**src/rtl/ptw_pkg.sv**
```systemverilog
`timescale 1ns/1ps
package ptw_pkg;
    localparam int PTW_AW = 32;
    localparam int PTW_DW = 32;
    localparam int PTW_BE = PTW_DW / 8;

    localparam logic [1:0] LW_8  = 2'd0;
    localparam logic [1:0] LW_16 = 2'd1;

    typedef struct packed {
        logic [PTW_AW-1:0] base;
        logic [PTW_AW-1:0] mask;
        logic              io;
        logic [1:0]        width;
    } window_t;

    typedef enum logic [1:0] {ST_IDLE, ST_BUSY, ST_RESP, ST_NEXT} phase_e;
    typedef enum logic [1:0] {RK_NONE, RK_ACK, RK_RETRY, RK_MISS} resp_e;
endpackage

```
**src/rtl/ptw_cfg.sv**
```systemverilog
`timescale 1ns/1ps
module ptw_cfg
    import ptw_pkg::*;
#(
    parameter int N_REGIONS = 4,
    parameter int RW        = 2
) (
    input  logic                          clk,
    input  logic                          rst_n,
    input  logic                          cfg_we,
    input  logic [RW-1:0]                 cfg_sel,
    input  logic [PTW_AW-1:0]             cfg_base,
    input  logic [PTW_AW-1:0]             cfg_mask,
    input  logic                          cfg_io,
    input  logic [1:0]                    cfg_width,
    output window_t [N_REGIONS-1:0]       win_o
);
    for (genvar g = 0; g < N_REGIONS; g++) begin : g_win
        window_t ent_d, ent_q;
        logic    hit_sel;

        assign hit_sel = cfg_we && (cfg_sel == RW'(g));

        always_comb begin
            ent_d = ent_q;
            if (hit_sel) begin
                ent_d.base  = cfg_base;
                ent_d.mask  = cfg_mask;
                ent_d.io    = cfg_io;
                ent_d.width = cfg_width;
            end
        end

        always_ff @(posedge clk or negedge rst_n) begin
            if (!rst_n) ent_q <= '0;
            else        ent_q <= ent_d;
        end

        assign win_o[g] = ent_q;
    end
endmodule

```
**src/rtl/ptw_decode.sv**
```systemverilog
`timescale 1ns/1ps
module ptw_decode
    import ptw_pkg::*;
#(
    parameter int N_REGIONS = 4,
    parameter int RW        = 2
) (
    input  window_t [N_REGIONS-1:0] win_i,
    input  logic [PTW_AW-1:0]       addr_i,
    input  logic                    io_i,
    output logic                    hit_o,
    output logic [RW-1:0]           idx_o,
    output logic [1:0]              width_o
);
    logic [N_REGIONS-1:0] match;

    for (genvar g = 0; g < N_REGIONS; g++) begin : g_cmp
        assign match[g] = (win_i[g].mask != '0)
                       && (win_i[g].io == io_i)
                       && (((addr_i ^ win_i[g].base) & win_i[g].mask) == '0);
    end

    always_comb begin
        idx_o   = '0;
        width_o = win_i[0].width;
        for (int i = N_REGIONS - 1; i >= 0; i--) begin
            if (match[i]) begin
                idx_o   = RW'(i);
                width_o = win_i[i].width;
            end
        end
    end

    assign hit_o = |match;
endmodule

```
**src/rtl/ptw_lanes.sv**
```systemverilog
`timescale 1ns/1ps
module ptw_lanes
    import ptw_pkg::*;
(
    input  logic [1:0]        width_i,
    input  logic [PTW_BE-1:0] be_i,
    input  logic [PTW_DW-1:0] wdata_i,
    input  logic [PTW_DW-1:0] rdata_i,
    output logic [1:0]        lo_o,
    output logic [PTW_DW-1:0] wdata_o,
    output logic [PTW_DW-1:0] rdata_o
);
    logic [1:0] lane8;
    logic       upper16;

    always_comb begin
        casez (be_i)
            4'b???1: lane8 = 2'd0;
            4'b??10: lane8 = 2'd1;
            4'b?100: lane8 = 2'd2;
            4'b1000: lane8 = 2'd3;
            default: lane8 = 2'd0;
        endcase
    end

    assign upper16 = (be_i[1:0] == 2'b00) && (be_i[3:2] != 2'b00);

    always_comb begin
        unique case (width_i)
            LW_8: begin
                lo_o    = lane8;
                wdata_o = {24'd0, wdata_i[8*lane8 +: 8]};
                rdata_o = {4{rdata_i[7:0]}};
            end
            LW_16: begin
                lo_o    = {upper16, 1'b0};
                wdata_o = {16'd0, (upper16 ? wdata_i[31:16] : wdata_i[15:0])};
                rdata_o = {2{rdata_i[15:0]}};
            end
            default: begin
                lo_o    = 2'd0;
                wdata_o = wdata_i;
                rdata_o = rdata_i;
            end
        endcase
    end
endmodule

```
**src/rtl/ptw_target.sv**
```systemverilog
`timescale 1ns/1ps
module ptw_target
    import ptw_pkg::*;
#(
    parameter int N_REGIONS   = 4,
    parameter int RETRY_LIMIT = 16,
    localparam int RW = (N_REGIONS > 1) ? $clog2(N_REGIONS) : 1,
    localparam int CW = $clog2(RETRY_LIMIT + 1)
) (
    input  logic               clk,
    input  logic               rst_n,
    input  logic               cfg_we,
    input  logic [RW-1:0]      cfg_sel,
    input  logic [PTW_AW-1:0]  cfg_base,
    input  logic [PTW_AW-1:0]  cfg_mask,
    input  logic               cfg_io,
    input  logic [1:0]         cfg_width,
    input  logic               fe_req,
    input  logic [PTW_AW-1:0]  fe_addr,
    input  logic               fe_io,
    input  logic               fe_write,
    input  logic [PTW_BE-1:0]  fe_be,
    input  logic [PTW_DW-1:0]  fe_wdata,
    input  logic               fe_more,
    output logic               fe_ack,
    output logic               fe_retry,
    output logic               fe_miss,
    output logic               fe_wait,
    output logic [PTW_DW-1:0]  fe_rdata,
    output logic               lb_pend,
    output logic [RW-1:0]      lb_region,
    output logic [PTW_AW-1:0]  lb_addr,
    output logic [PTW_BE-1:0]  lb_be,
    output logic               lb_write,
    output logic               lb_burst,
    output logic [PTW_DW-1:0]  lb_wdata,
    input  logic               lb_done,
    input  logic [PTW_DW-1:0]  lb_rdata
);
    typedef struct packed {
        phase_e              st;
        resp_e               kind;
        logic [CW-1:0]       cnt;
        logic [RW-1:0]       region;
        logic [PTW_AW-3:0]   dwaddr;
        logic [1:0]          lo;
        logic [PTW_BE-1:0]   be;
        logic                write;
        logic                txn_burst;
        logic                more;
        logic [1:0]          width;
        logic [PTW_DW-1:0]   wdata;
        logic [PTW_DW-1:0]   rdata;
    } ctl_t;

    ctl_t ctl_d, ctl_q;

    window_t [N_REGIONS-1:0] win;
    logic                    dec_hit;
    logic [RW-1:0]           dec_idx;
    logic [1:0]              dec_width;
    logic [1:0]              ln_width;
    logic [1:0]              ln_lo;
    logic [PTW_DW-1:0]       ln_wdata;
    logic [PTW_DW-1:0]       ln_rdata;

    ptw_cfg #(.N_REGIONS(N_REGIONS), .RW(RW)) i_cfg (
        .clk       (clk),
        .rst_n     (rst_n),
        .cfg_we    (cfg_we),
        .cfg_sel   (cfg_sel),
        .cfg_base  (cfg_base),
        .cfg_mask  (cfg_mask),
        .cfg_io    (cfg_io),
        .cfg_width (cfg_width),
        .win_o     (win)
    );

    ptw_decode #(.N_REGIONS(N_REGIONS), .RW(RW)) i_decode (
        .win_i   (win),
        .addr_i  (fe_addr),
        .io_i    (fe_io),
        .hit_o   (dec_hit),
        .idx_o   (dec_idx),
        .width_o (dec_width)
    );

    assign ln_width = (ctl_q.st == ST_IDLE) ? dec_width : ctl_q.width;

    ptw_lanes i_lanes (
        .width_i (ln_width),
        .be_i    (fe_be),
        .wdata_i (fe_wdata),
        .rdata_i (lb_rdata),
        .lo_o    (ln_lo),
        .wdata_o (ln_wdata),
        .rdata_o (ln_rdata)
    );

    always_comb begin
        ctl_d = ctl_q;
        unique case (ctl_q.st)
            ST_IDLE: begin
                if (fe_req) begin
                    if (dec_hit) begin
                        ctl_d.st        = ST_BUSY;
                        ctl_d.kind      = RK_NONE;
                        ctl_d.cnt       = '0;
                        ctl_d.region    = dec_idx;
                        ctl_d.width     = dec_width;
                        ctl_d.dwaddr    = fe_addr[PTW_AW-1:2];
                        ctl_d.lo        = ln_lo;
                        ctl_d.be        = fe_be;
                        ctl_d.write     = fe_write;
                        ctl_d.txn_burst = fe_more;
                        ctl_d.more      = fe_more;
                        ctl_d.wdata     = ln_wdata;
                    end else begin
                        ctl_d.st   = ST_RESP;
                        ctl_d.kind = RK_MISS;
                        ctl_d.more = 1'b0;
                    end
                end
            end
            ST_BUSY: begin
                if (lb_done) begin
                    ctl_d.st    = ST_RESP;
                    ctl_d.kind  = RK_ACK;
                    ctl_d.rdata = ln_rdata;
                    if (ctl_q.more) ctl_d.dwaddr = ctl_q.dwaddr + 1'b1;
                end else if (ctl_q.cnt == CW'(RETRY_LIMIT - 1)) begin
                    ctl_d.st   = ST_RESP;
                    ctl_d.kind = RK_RETRY;
                end else begin
                    ctl_d.cnt = ctl_q.cnt + 1'b1;
                end
            end
            ST_RESP: begin
                ctl_d.kind = RK_NONE;
                if ((ctl_q.kind == RK_ACK) && ctl_q.more) begin
                    ctl_d.st = ST_NEXT;
                end else begin
                    ctl_d.st        = ST_IDLE;
                    ctl_d.txn_burst = 1'b0;
                end
            end
            default: begin
                if (fe_req) begin
                    ctl_d.st    = ST_BUSY;
                    ctl_d.cnt   = '0;
                    ctl_d.lo    = ln_lo;
                    ctl_d.be    = fe_be;
                    ctl_d.wdata = ln_wdata;
                    ctl_d.more  = fe_more;
                end
            end
        endcase
    end

    always_ff @(posedge clk or negedge rst_n) begin
        if (!rst_n) begin
            ctl_q    <= '0;
            ctl_q.st <= ST_IDLE;
        end else begin
            ctl_q <= ctl_d;
        end
    end

    assign lb_pend   = (ctl_q.st == ST_BUSY);
    assign fe_wait   = lb_pend;
    assign fe_ack    = (ctl_q.st == ST_RESP) && (ctl_q.kind == RK_ACK);
    assign fe_retry  = (ctl_q.st == ST_RESP) && (ctl_q.kind == RK_RETRY);
    assign fe_miss   = (ctl_q.st == ST_RESP) && (ctl_q.kind == RK_MISS);
    assign fe_rdata  = ctl_q.rdata;
    assign lb_region = ctl_q.region;
    assign lb_addr   = {ctl_q.dwaddr, ctl_q.lo};
    assign lb_be     = ctl_q.be;
    assign lb_write  = ctl_q.write;
    assign lb_burst  = ctl_q.txn_burst;
    assign lb_wdata  = ctl_q.wdata;

    AST_ONE_RESPONSE: assert property (@(posedge clk) disable iff (!rst_n)
        $onehot0({fe_ack, fe_retry, fe_miss}));
    AST_ACK_AFTER_DONE: assert property (@(posedge clk) disable iff (!rst_n)
        fe_ack |-> $past(lb_pend && lb_done));
    AST_RETRY_UNSERVED: assert property (@(posedge clk) disable iff (!rst_n)
        fe_retry |-> $past(lb_pend && !lb_done));
    AST_PEND_STABLE: assert property (@(posedge clk) disable iff (!rst_n)
        (lb_pend && $past(lb_pend)) |-> ($stable(lb_addr) && $stable(lb_region) && $stable(lb_be)));
    AST_MISS_NO_LOCAL: assert property (@(posedge clk) disable iff (!rst_n)
        fe_miss |-> (!lb_pend && !$past(lb_pend)));
    AST_WAIT_WITH_PEND: assert property (@(posedge clk) disable iff (!rst_n)
        lb_pend |-> (fe_wait && !fe_ack && !fe_retry));
endmodule

```
**config.mk**
```make
export PLATFORM = sky130hd
export DESIGN_NAME = ptw_target
export DESIGN_NICKNAME = d
export VERILOG_FILES = /design/src/rtl/ptw_pkg.sv /design/src/rtl/ptw_cfg.sv /design/src/rtl/ptw_decode.sv /design/src/rtl/ptw_lanes.sv /design/src/rtl/ptw_target.sv
export SDC_FILE = /design/constraint.sdc
export NUM_CORES = 1
export LEC_CHECK = 0
export ABC_AREA = 1
export BUFFER_PORTS_ARGS = -buffer_cell sky130_fd_sc_hd__buf_2
export CORE_AREA = 2 2 297 240
export DETAILED_ROUTE_END_ITERATION = 10
export DIE_AREA = 0 0 299 242
export PLACE_DENSITY = 0.45
export RECOVER_POWER = 25
export SYNTH_ARGS = -nofsm -noshare
export SYNTH_HDL_FRONTEND = slang
export SYNTH_SLANG_ARGS = --single-unit
```
**constraint.sdc**
```tcl
create_clock -name clk -period 4.87 [get_ports clk]
set_input_delay 0.2435 -clock clk [delete_from_list [all_inputs] [get_ports clk]]
set_output_delay 0.2435 -clock clk [all_outputs]
set_load 0.02 [all_outputs]
```
==> results of run 1 <==
==> layout make-up <==
class                           count  area [um^2]  area share
Clock inverter                     12          189     0.00769
Clock buffer                       67         1340      0.0546
Timing Repair Buffer              387         2410      0.0980
Inverter                          297         1110      0.0454
Multi-Input combinational cell   1924         8730       0.355
Antenna cell                        4         10.0    0.000407
Sequential cell                   384         9610       0.391
Tap cell                          934         1170      0.0476
==> sequential cells by signal, summed over array words and instances, names as in the netlist <==
register,cells
lb_region,2
i_cfg.win_o,268
lb_addr,32
lb_burst,1
lb_be,4
lb_wdata,32
fe_rdata,32
ctl_q,12
lb_write,1
==> routing by layer <==
layer	up-vias	part of all wire	GRT usage
met2	552	0.43	0.293
met4	4	0.025	0.0540
met5	-	0.00035	0
met1	8994	0.48	0.297
li1	9350	-	-
met3	96	0.068	0.0389
==> critical path: cells and delay by family (launching register included) <==
family	cells	cell delay (ns)
simple gates	15	3.14
compound gates	1	0.12
buf+inv	1	0.05
flops	1	0.39
==> path summary, 6_finish.rpt <==
kind	startpoint	end	slack [ns]
max in group asynchronous	rst_n	lb_region[1]	1.82
min reg2reg	lb_be[1]	lb_be[1]	0.48
max reg2reg	i_cfg.win_o[44]	fe_rdata[8]	1.04
min	cfg_mask[1]	i_cfg.win_o[4]	0.02
min in group asynchronous	rst_n	lb_wdata[20]	1.18
max	i_cfg.win_o[44]	fe_rdata[8]	1.04
==> cells in the mapped netlist (14+ instances only) <==
cell,number,area share
xor2_1,16,0.0068
o21ai_0,402,0.097
nor2_1,206,0.037
or2_2,42,0.013
nand4_1,32,0.0097
nand3_1,199,0.048
buf_4,107,0.039
or2_1,14,0.0042
dfrtp_1,384,0.46
inv_1,294,0.053
clkbuf_1,78,0.014
a21oi_1,37,0.0090
nor3_1,26,0.0063
buf_2,19,0.0046
nand2_1,856,0.16
==> report_power, final <==
group          total (W)  leakage [nW]  switching, W  internal [W]
Combinational    0.00409          6.77       0.00281       0.00128
Sequential       0.00461          4.81      0.000624       0.00399
Clock            0.00357         0.756       0.00141       0.00216
Total             0.0123          12.3       0.00484       0.00742
==> kinds of logic (layout without fill, tap and decap cells) <==
logic type | after synthesis | in the layout | synth area share
AO/OA/AOI/OAI | 487 | 487 | 0.122
AND/OR/NAND/NOR | 1409 | 1409 | 0.286
flip-flops | 384 | 384 | 0.465
adder cells (fa/ha/maj) | 7 | 7 | 0.00424
other | 0 | 4 | 0
multiplexers | 1 | 1 | 0.000484
buffers and inverters | 505 | 763 | 0.114
XOR/XNOR | 20 | 20 | 0.00847
==> stage by stage <==
step           hold slack [ns]  power [W]   util  cells
2_1_floorplan          -0.0521    0.00773      -   2813
3_3_place_gp             0.385    0.00868  0.319   3838
3_5_place_dp             0.399    0.00872  0.319   3838
4_1_cts               0.000346     0.0124  0.354   4005
5_1_grt                 0.0300     0.0131  0.353   4007
6_report                0.0213     0.0123  0.353   4009
==> results.toml, run 1 <==
[global_route]
grt_pass1_wl_um = 111000
grt_pass1_vias = 18000
track_usage = 0.200
grt_start_max_net_pins = 131
gr-total-overflow = 0
antenna_found_initial = 7

[placed_design]
place_area_mm2 = 0.0222
place_ws_ns = 1.04
gp_congestion = 0.875
port_buffers = 285
dp_hpwl_um = 54900

[cts]
cts_resized = 0
cts_sinks = 384
cts_tree = "built"
cts_setup_buffers = 0
worst_skew_pair.late_latency_ns = 0.58
htree_num_levels = 2
cts_buffer_depth = 3
clk_pin_slew_ns = 0.06
cts_root_buf = "clkbuf_16"
cts_hold_buf = 88
numCtsBuffers = 45

[route]
detail-route-antenna-nets = 0
dr.pass1.iters = 6
dr.first_iter.drc_count = 1721
avgRoutedWirePerCell_um = 18.3
drc = 0
dr_total_vias = 19000
wirelength_um = 73400
viasPerCell = 4.74

[yosys]
synth_nets = 2997
synthFlopType = "dfrtp_1"
syn_inst = 2813
synth_edf_count = 0
ys_seq_area_frac = 0.465
ys_ff_latch = 384
synth_area_mm2 = 0.0207
async_reset_ff_frac = 1.00
syn_area_per_cell_um2 = 7.35
yosysWarnings = 0
ys_types = 46

[critical_path]
critPathMaxStageDelay_ns = 0.64
path_cells = "or2_2, nand3_1, o21ai_0, nor2_1, nand4_1, nor2_1, nand3_1, nand2_1, inv_1, nand2_2, nand3_4, nand2_4, nand2_2, nand2_1, nand2_1, nand2_1, nand2_1"
cp.required_ns = 5.33
path_class = "flop to flop"
end_kind = "flop"
cpMostUsedCell = "nand2_1"
crit_path_start_kind = "flop"
path_max_fanout = 70
worstPathArrival_ns = 4.30
worstRegToRegCells = 17
critPathSlowestCell = "nand2_4"

[power_and_ir_drop]
power_density_mw_per_mm2 = 499
p_leak_nw = 12.3
irDropWorstVdd_v = 0.000265

[sta]
fin_tns_setup_ns = 0
slew_headroom = -1.15
setup_slack_ns = 1.04
tightest_slew_ns = 3.22
setup_viol = 0
fmax_mhz = 261
fin_crit_ns = 3.83
finalCritPeriodShare = 0.787
finClkSkew_ns = 0.0227
finalHoldViolCount = 0
rsz0062_at_grt = "false"
maxSlewViolCount = 407

[die]
io_pins = 286
coreArea_mm2 = 0.0697
die_area_mm2 = 0.0724
die_w_um = 299
die_h_um = 242
start_util = 0.297
rows = 87

[cells_and_area]
area_growth_pct = 18.8
fillerInstances = 7456
final_common_cell = "nand2_1"
fin_area_mm2 = 0.0246
final_cell_mix = "856 x nand2_1, 402 x o21ai_0, 384 x dfrtp_1"
drive_gt1_frac = 0.130
nets = 3223

[min_path]
min_path_type = "primary input to flop"
min_path_cells = 3

[job]
maxCapViolCount = 5

[run_status]
violations = "capacitance limit, slew limit"
status = "finished with violations"
(Power assumes the default switching activity.)
==> inputs of run 2 (changes only) <==
--- a/config.mk
+++ b/config.mk
@@ -10,7 +10,7 @@
 export CORE_AREA = 2 2 297 240
 export DETAILED_ROUTE_END_ITERATION = 10
 export DIE_AREA = 0 0 299 242
-export PLACE_DENSITY = 0.45
+export PLACE_DENSITY = 0.47
 export RECOVER_POWER = 25
 export SYNTH_ARGS = -nofsm -noshare
 export SYNTH_HDL_FRONTEND = slang
==> constraint.sdc (replaced) <==
create_clock -name clk -period 3.2 [get_ports clk]
set_input_delay 0.16 -clock clk [delete_from_list [all_inputs] [get_ports clk]]
set_output_delay 0.16 -clock clk [all_outputs]
set_load 0.02 [all_outputs]
==> run 2 against run 1 <==
Compared with the run above:
- the run still ends with capacitance limit, slew limit left
- maximum frequency increased by 25%
- register-to-register slack got worse by 0.89 ns
- power increased by 55%
==> results.toml, run 2 (same netlist as run 1, synthesis figures left out) <==
[placed_design]
gp_congestion = 0.908
dp_hpwl_um = 56300
port_buffers = 285

[power_and_ir_drop]
irDropWorstVdd_v = 0.000346
power_density_mw_per_mm2 = 745
totalPowerFinal_w = 0.0190
p_leak_nw = 12.8

[route]
detail-route-antenna-nets = 0
avgRoutedWirePerCell_um = 18.2
drc = 0
dr_total_vias = 19600
viasPerCell = 4.76
dr.first_iter.drc_count = 1554
dr.pass1.iters = 6
wirelength_um = 74900

[critical_path]
cpLargestDelayFamily = "simple AND/OR/NAND/NOR gates"
cp.required_ns = 3.68
worstReg2RegEnd = "lb_addr[19]"
critPathMaxStageDelay_ns = 0.42
worstPathArrival_ns = 3.54
path_class = "flop to flop"
startpoint = "i_cfg.win_o[58]"
r2r_setup_slack_ns = 0.14
crit_path_start_kind = "flop"
cpMostUsedCell = "nand2_1"
critPathSlowestCell = "o31ai_1"
path_max_fanout = 14
end_kind = "flop"
cp_num_buf_inv = 1
worstRegToRegCells = 13
path_cells = "or2_2, nand3_1, nand2_1, nor2_1, nand4_1, nor3_1, nand3_1, nand2_1, nor2_1, buf_4, o31ai_1, nand2_1, o21ai_0"
timing.rr.start = "i_cfg.win_o[58]"

[min_path]
min_to = "lb_wdata[5]"
holdCritStartpoint = "fe_wdata[5]"
min_path_cells = 7
min_path_type = "primary input to flop"

[cts]
htree_num_levels = 2
cts_buffer_depth = 3
cts_tree = "built"
numCtsBuffers = 46
cts_sinks = 384
cts_root_buf = "clkbuf_16"
clk_pin_slew_ns = 0.06
worst_skew_pair.late_latency_ns = 0.59

[die]
die_w_um = 299
coreArea_mm2 = 0.0697
die_h_um = 242
die_area_mm2 = 0.0724
start_util = 0.297
rows = 87
io_pins = 286

[sta]
hold_ws_ns = 0.0371
finClkSkew_ns = 0.0261
maxSlewViolCount = 256
finalHoldViolCount = 0
setup_viol = 0
slew_headroom = -0.773
finalCritPeriodShare = 0.955
fin_crit_ns = 3.06
tightest_slew_ns = 2.66
fmax_mhz = 327

[global_route]
gr-total-overflow = 0
antenna_found_initial = 8
grt_start_max_net_pins = 92
track_usage = 0.203
grt_pass1_vias = 18500
grt_pass1_wl_um = 113000

[cells_and_area]
largest_reg_flops = 268
utilization = 0.366
area_growth_pct = 23.4
drive_gt1_frac = 0.150
nets = 3325
final_common_cell = "nand2_1"
final_cell_mix = "855 x nand2_1, 401 x o21ai_0, 384 x dfrtp_1"

[job]
maxCapViolCount = 5

[run_status]
violations = "capacitance limit, slew limit"
status = "finished with violations"
-- run 2: changes by cell type in the layout (fill, tap and decap cells not counted), moves of 3 or more --
cell	before	now
buf_12	2	9
clkbuf_1	34	15
clkbuf_2	1	5
clkinv_2	6	3
buf_2	261	283
dlygate4sd3_1	88	138
buf_4	12	50
-- run 2: power breakdown --
group	total, W	switching (W)	internal, W
sequential	0.00701	0.000942	0.00606
clock	0.00525	0.00213	0.00313
combinational	0.00675	0.00443	0.00231
total	0.0190	0.00750	0.0115
-- run 2: final cells by class --
class                      count  area [um^2]
fill                        7413        44100
sequential                   384         9610
multi-input combinational   1925         8770
timing repair buffer         487         3390
clock buffer                  69         1350
tap                          934         1170
inverter                     297         1110
clock inverter                 8          121
antenna                        3         7.51
-- run 2: per-stage QoR --
stage	area [um^2]	setup WS (ns)	cells	TNS, ns
6_report	25500	0.145	4107	0
5_1_grt	25500	-0.00206	4107	-0.00206
4_1_cts	25500	0.000208	4098	0
3_5_place_dp	22600	-0.138	3882	-0.907
3_3_place_gp	22600	-0.0901	3882	-0.316
2_1_floorplan	20700	1.09	2813	0
-- run 2: worst max path at each step --
stage | end | slack (ns) | depth (start not counted)
2_1_floorplan | fe_rdata[15] | 1.09 | 18
3_3_place_gp | lb_addr[21] | -0.09 | 15
6_report | lb_addr[19] | 0.14 | 13
3_5_place_dp | lb_addr[29] | -0.14 | 15
5_1_grt | ctl_q[64] | -0.002 | 15
4_1_cts | lb_addr[29] | 0.0002 | 14
-- run 2: what timing repair did --
| item | CTS | global route |
|---|---|---|
| hold endpoints to repair | 418 | 0 |
| setup endpoints to repair | 15 | 90 |
| pin swaps | 1 | 2 |
| gates cloned | 1 | 0 |
| hold buffers | 138 | 0 |
| setup buffers | 0 | 6 |
| gates resized for setup | 0 | 8 |
-- run 2: per-layer routing --
layer | global-route usage | wire [um]
met2 | 0.305 | 32400
met4 | 0.0624 | 2170
met1 | 0.290 | 35300
met3 | 0.0465 | 4980
met5 | 0 | 54
-- run 2: worst reg2reg max path, delay by kind of cell (launching register included) --
| family | cells | cell delay (ns) |
|---|---|---|
| buffers and inverters | 1 | 0.20 |
| AOI/OAI and AO/OA | 2 | 0.55 |
| and+or+nand+nor | 10 | 1.83 |
| DFF | 1 | 0.39 |
==> inputs of run 3 (changes only) <==
--- a/config.mk
+++ b/config.mk
@@ -10,6 +10,7 @@
 export CORE_AREA = 2 2 297 240
 export DETAILED_ROUTE_END_ITERATION = 10
 export DIE_AREA = 0 0 299 242
+export GPL_TIMING_DRIVEN = 0
 export PLACE_DENSITY = 0.47
 export RECOVER_POWER = 25
 export SYNTH_ARGS = -nofsm -noshare
==> run 3 against run 2 <==
Compared with the run above:
- the run still ends with capacitance limit, slew limit left
- maximum frequency increased by 1.0%
- flip-flop and latch count unchanged
- clock power up 3%
- sequential power about the same
==> results.toml, run 3 (same netlist as run 1, synthesis figures left out) <==
[run_status]
status = "finished with violations"
violations = "capacitance limit, slew limit"

[sta]
setup_slack_ns = 0.176
rsz0062_at_grt = "false"
finalHoldViolCount = 0
maxSlewViolCount = 214
fin_crit_ns = 3.02
fmax_mhz = 331
slew_headroom = -0.745
finClkSkew_ns = 0.0293
finalCritPeriodShare = 0.945
setup_viol = 0
tightest_slew_ns = 2.62

[cts]
cts_sinks = 384
numCtsBuffers = 46
clk_pin_slew_ns = 0.06
cts_tree = "built"
htree_num_levels = 2
cts_root_buf = "clkbuf_16"
worst_skew_pair.late_latency_ns = 0.60
cts_buffer_depth = 3

[critical_path]
r2r_setup_slack_ns = 0.18
cpMostUsedCell = "nand3_1"
worstRegToRegCells = 17
path_max_fanout = 10
end_kind = "flop"
cpLargestDelayFamily = "simple AND/OR/NAND/NOR gates"
critPathSlowestCell = "dfrtp_1"
worstPathArrival_ns = 3.55
timing.rr.start = "i_cfg.win_o[44]"
critPathMaxStageDelay_ns = 0.39
path_class = "flop to flop"
path_cells = "or2_2, nand3_1, o21ai_0, nor2_1, nand4_1, nor2_2, nand3_4, nand2_1, inv_1, nand2_2, nand3_4, nand2_4, buf_2, nand3_1, nand3_1, nand2_1, inv_1"
worstReg2RegEnd = "lb_wdata[3]"
cp.required_ns = 3.73
cp_num_buf_inv = 3
crit_path_start_kind = "flop"

[die]
rows = 87
io_pins = 286
coreArea_mm2 = 0.0697
die_area_mm2 = 0.0724
die_w_um = 299
start_util = 0.297
die_h_um = 242

[global_route]
grtUsageMet2 = 0.336
track_usage = 0.228
grt_pass1_wl_um = 124000
grt-busiest-layer = "met1"
grt_start_max_net_pins = 109
antenna_found_initial = 8
grt_pass1_vias = 19000
gr-total-overflow = 0
grtUsageMet3 = 0.0493
met1_usage = 0.337

[route]
dr.first_iter.drc_count = 1760
viasPerCell = 4.74
wirelength_um = 83900
drc = 0
avgRoutedWirePerCell_um = 19.7
detail-route-antenna-nets = 0
dr.pass1.iters = 7
dr_total_vias = 20200

[cells_and_area]
area_growth_pct = 27.5
nets = 3467
largest_reg_flops = 268
drive_gt1_frac = 0.167
fillerInstances = 7514
final_common_cell = "nand2_1"
seq_area_mm2 = 0.00961
multiInputGateArea_mm2 = 0.00878
final_cell_mix = "854 x nand2_1, 402 x o21ai_0, 384 x dfrtp_1"
fin_cells = 4263

[placed_design]
gp_congestion = 0.908
place_inst = 4029
dp_hpwl_um = 63400
port_buffers = 278
place_ws_ns = -0.420

[min_path]
holdCritStartpoint = "lb_rdata[25]"
min_path_type = "primary input to flop"
min_to = "fe_rdata[25]"
min_path_cells = 7

[power_and_ir_drop]
p_leak_nw = 13.3
power_density_mw_per_mm2 = 759
irDropWorstVdd_v = 0.000348

[job]
maxCapViolCount = 2
-- run 3: cell types whose count changed in the layout (fill, tap and decap cells not counted), sizes merged, moves of 2 or more --
cell | before | now
buf | 342 | 410
clkbuf | 76 | 159
clkinv | 4 | 6
diode | 3 | 8
-- run 3: timing repair --
item	CTS	global route
hold endpoints to repair	558	0
pin swaps	2	3
setup endpoints to repair	76	97
buffers inserted	2	0
gates resized for setup	12	18
hold buffers	138	0
-- run 3: area by class of cell --
| cell class | instances | area share |
|---|---|---|
| flip-flops and latches | 384 | 0.364 |
| clock inverters | 9 | 0.00432 |
| multi-input cells | 1924 | 0.333 |
| clock buffers | 77 | 0.0541 |
| inverters | 297 | 0.0423 |
| diodes | 8 | 0.000759 |
| repair buffers | 422 | 0.109 |
| plain buffers | 208 | 0.0478 |
| well taps | 934 | 0.0443 |
-- run 3: worst reg2reg max path: stages, from the launching register on --
cell     delay, ns
dfrtp_1       0.39
or2_2         0.27
nand3_1       0.14
o21ai_0       0.11
nor2_1        0.23
nand4_1       0.27
nor2_2        0.23
nand3_4       0.13
nand2_1       0.09
inv_1         0.05
nand2_2       0.13
nand3_4       0.15
nand2_4       0.14
buf_2         0.28
nand3_1       0.12
nand3_1       0.13
nand2_1       0.06
inv_1         0.05
-- run 3: routing by layer --
layer,wire length (um),share of wire
met5,45,0.00054
met4,1830,0.022
met3,6530,0.078
met2,35900,0.43
met1,39600,0.47
-- run 3: metrics by stage --
stage | instance area (um^2) | total power [W] | hold WS (ns) | TNS [ns] | util
2_1_floorplan | 20700 | 0.0118 | -0.136 | 0 | -
3_3_place_gp | 23200 | 0.0144 | 0.359 | -2455.31 | 0.334
3_5_place_dp | 23400 | 0.0144 | -0.0264 | -14.62 | 0.335
4_1_cts | 26300 | 0.0201 | 0.00378 | 0 | 0.378
5_1_grt | 26400 | 0.0213 | 0.0675 | 0 | 0.378
6_report | 26400 | 0.0200 | 0.0343 | 0 | 0.379
-- run 3: worst max-delay path by stage --
stage                                 from  slack [ns]               to  cells past startpoint
after detailed placement   i_cfg.win_o[16]       -0.42       lb_addr[2]                     13
final                      i_cfg.win_o[44]        0.18      lb_wdata[3]                     17
after CTS                  i_cfg.win_o[46]       0.003     fe_rdata[16]                     15
after floorplan           i_cfg.win_o[121]        1.09     fe_rdata[15]                     18
after global placement               rst_n       -6.45  i_cfg.win_o[35]                      1
after global routing       i_cfg.win_o[44]       0.005      lb_addr[31]                     15
-- run 3: power by group --
group          internal (W)  total (W)  leakage, nW  switching [W]
combinational       0.00289    0.00760         7.78        0.00471
sequential          0.00606    0.00701         4.81       0.000946
clock               0.00320    0.00541        0.760        0.00222
total                0.0122     0.0200         13.3        0.00787
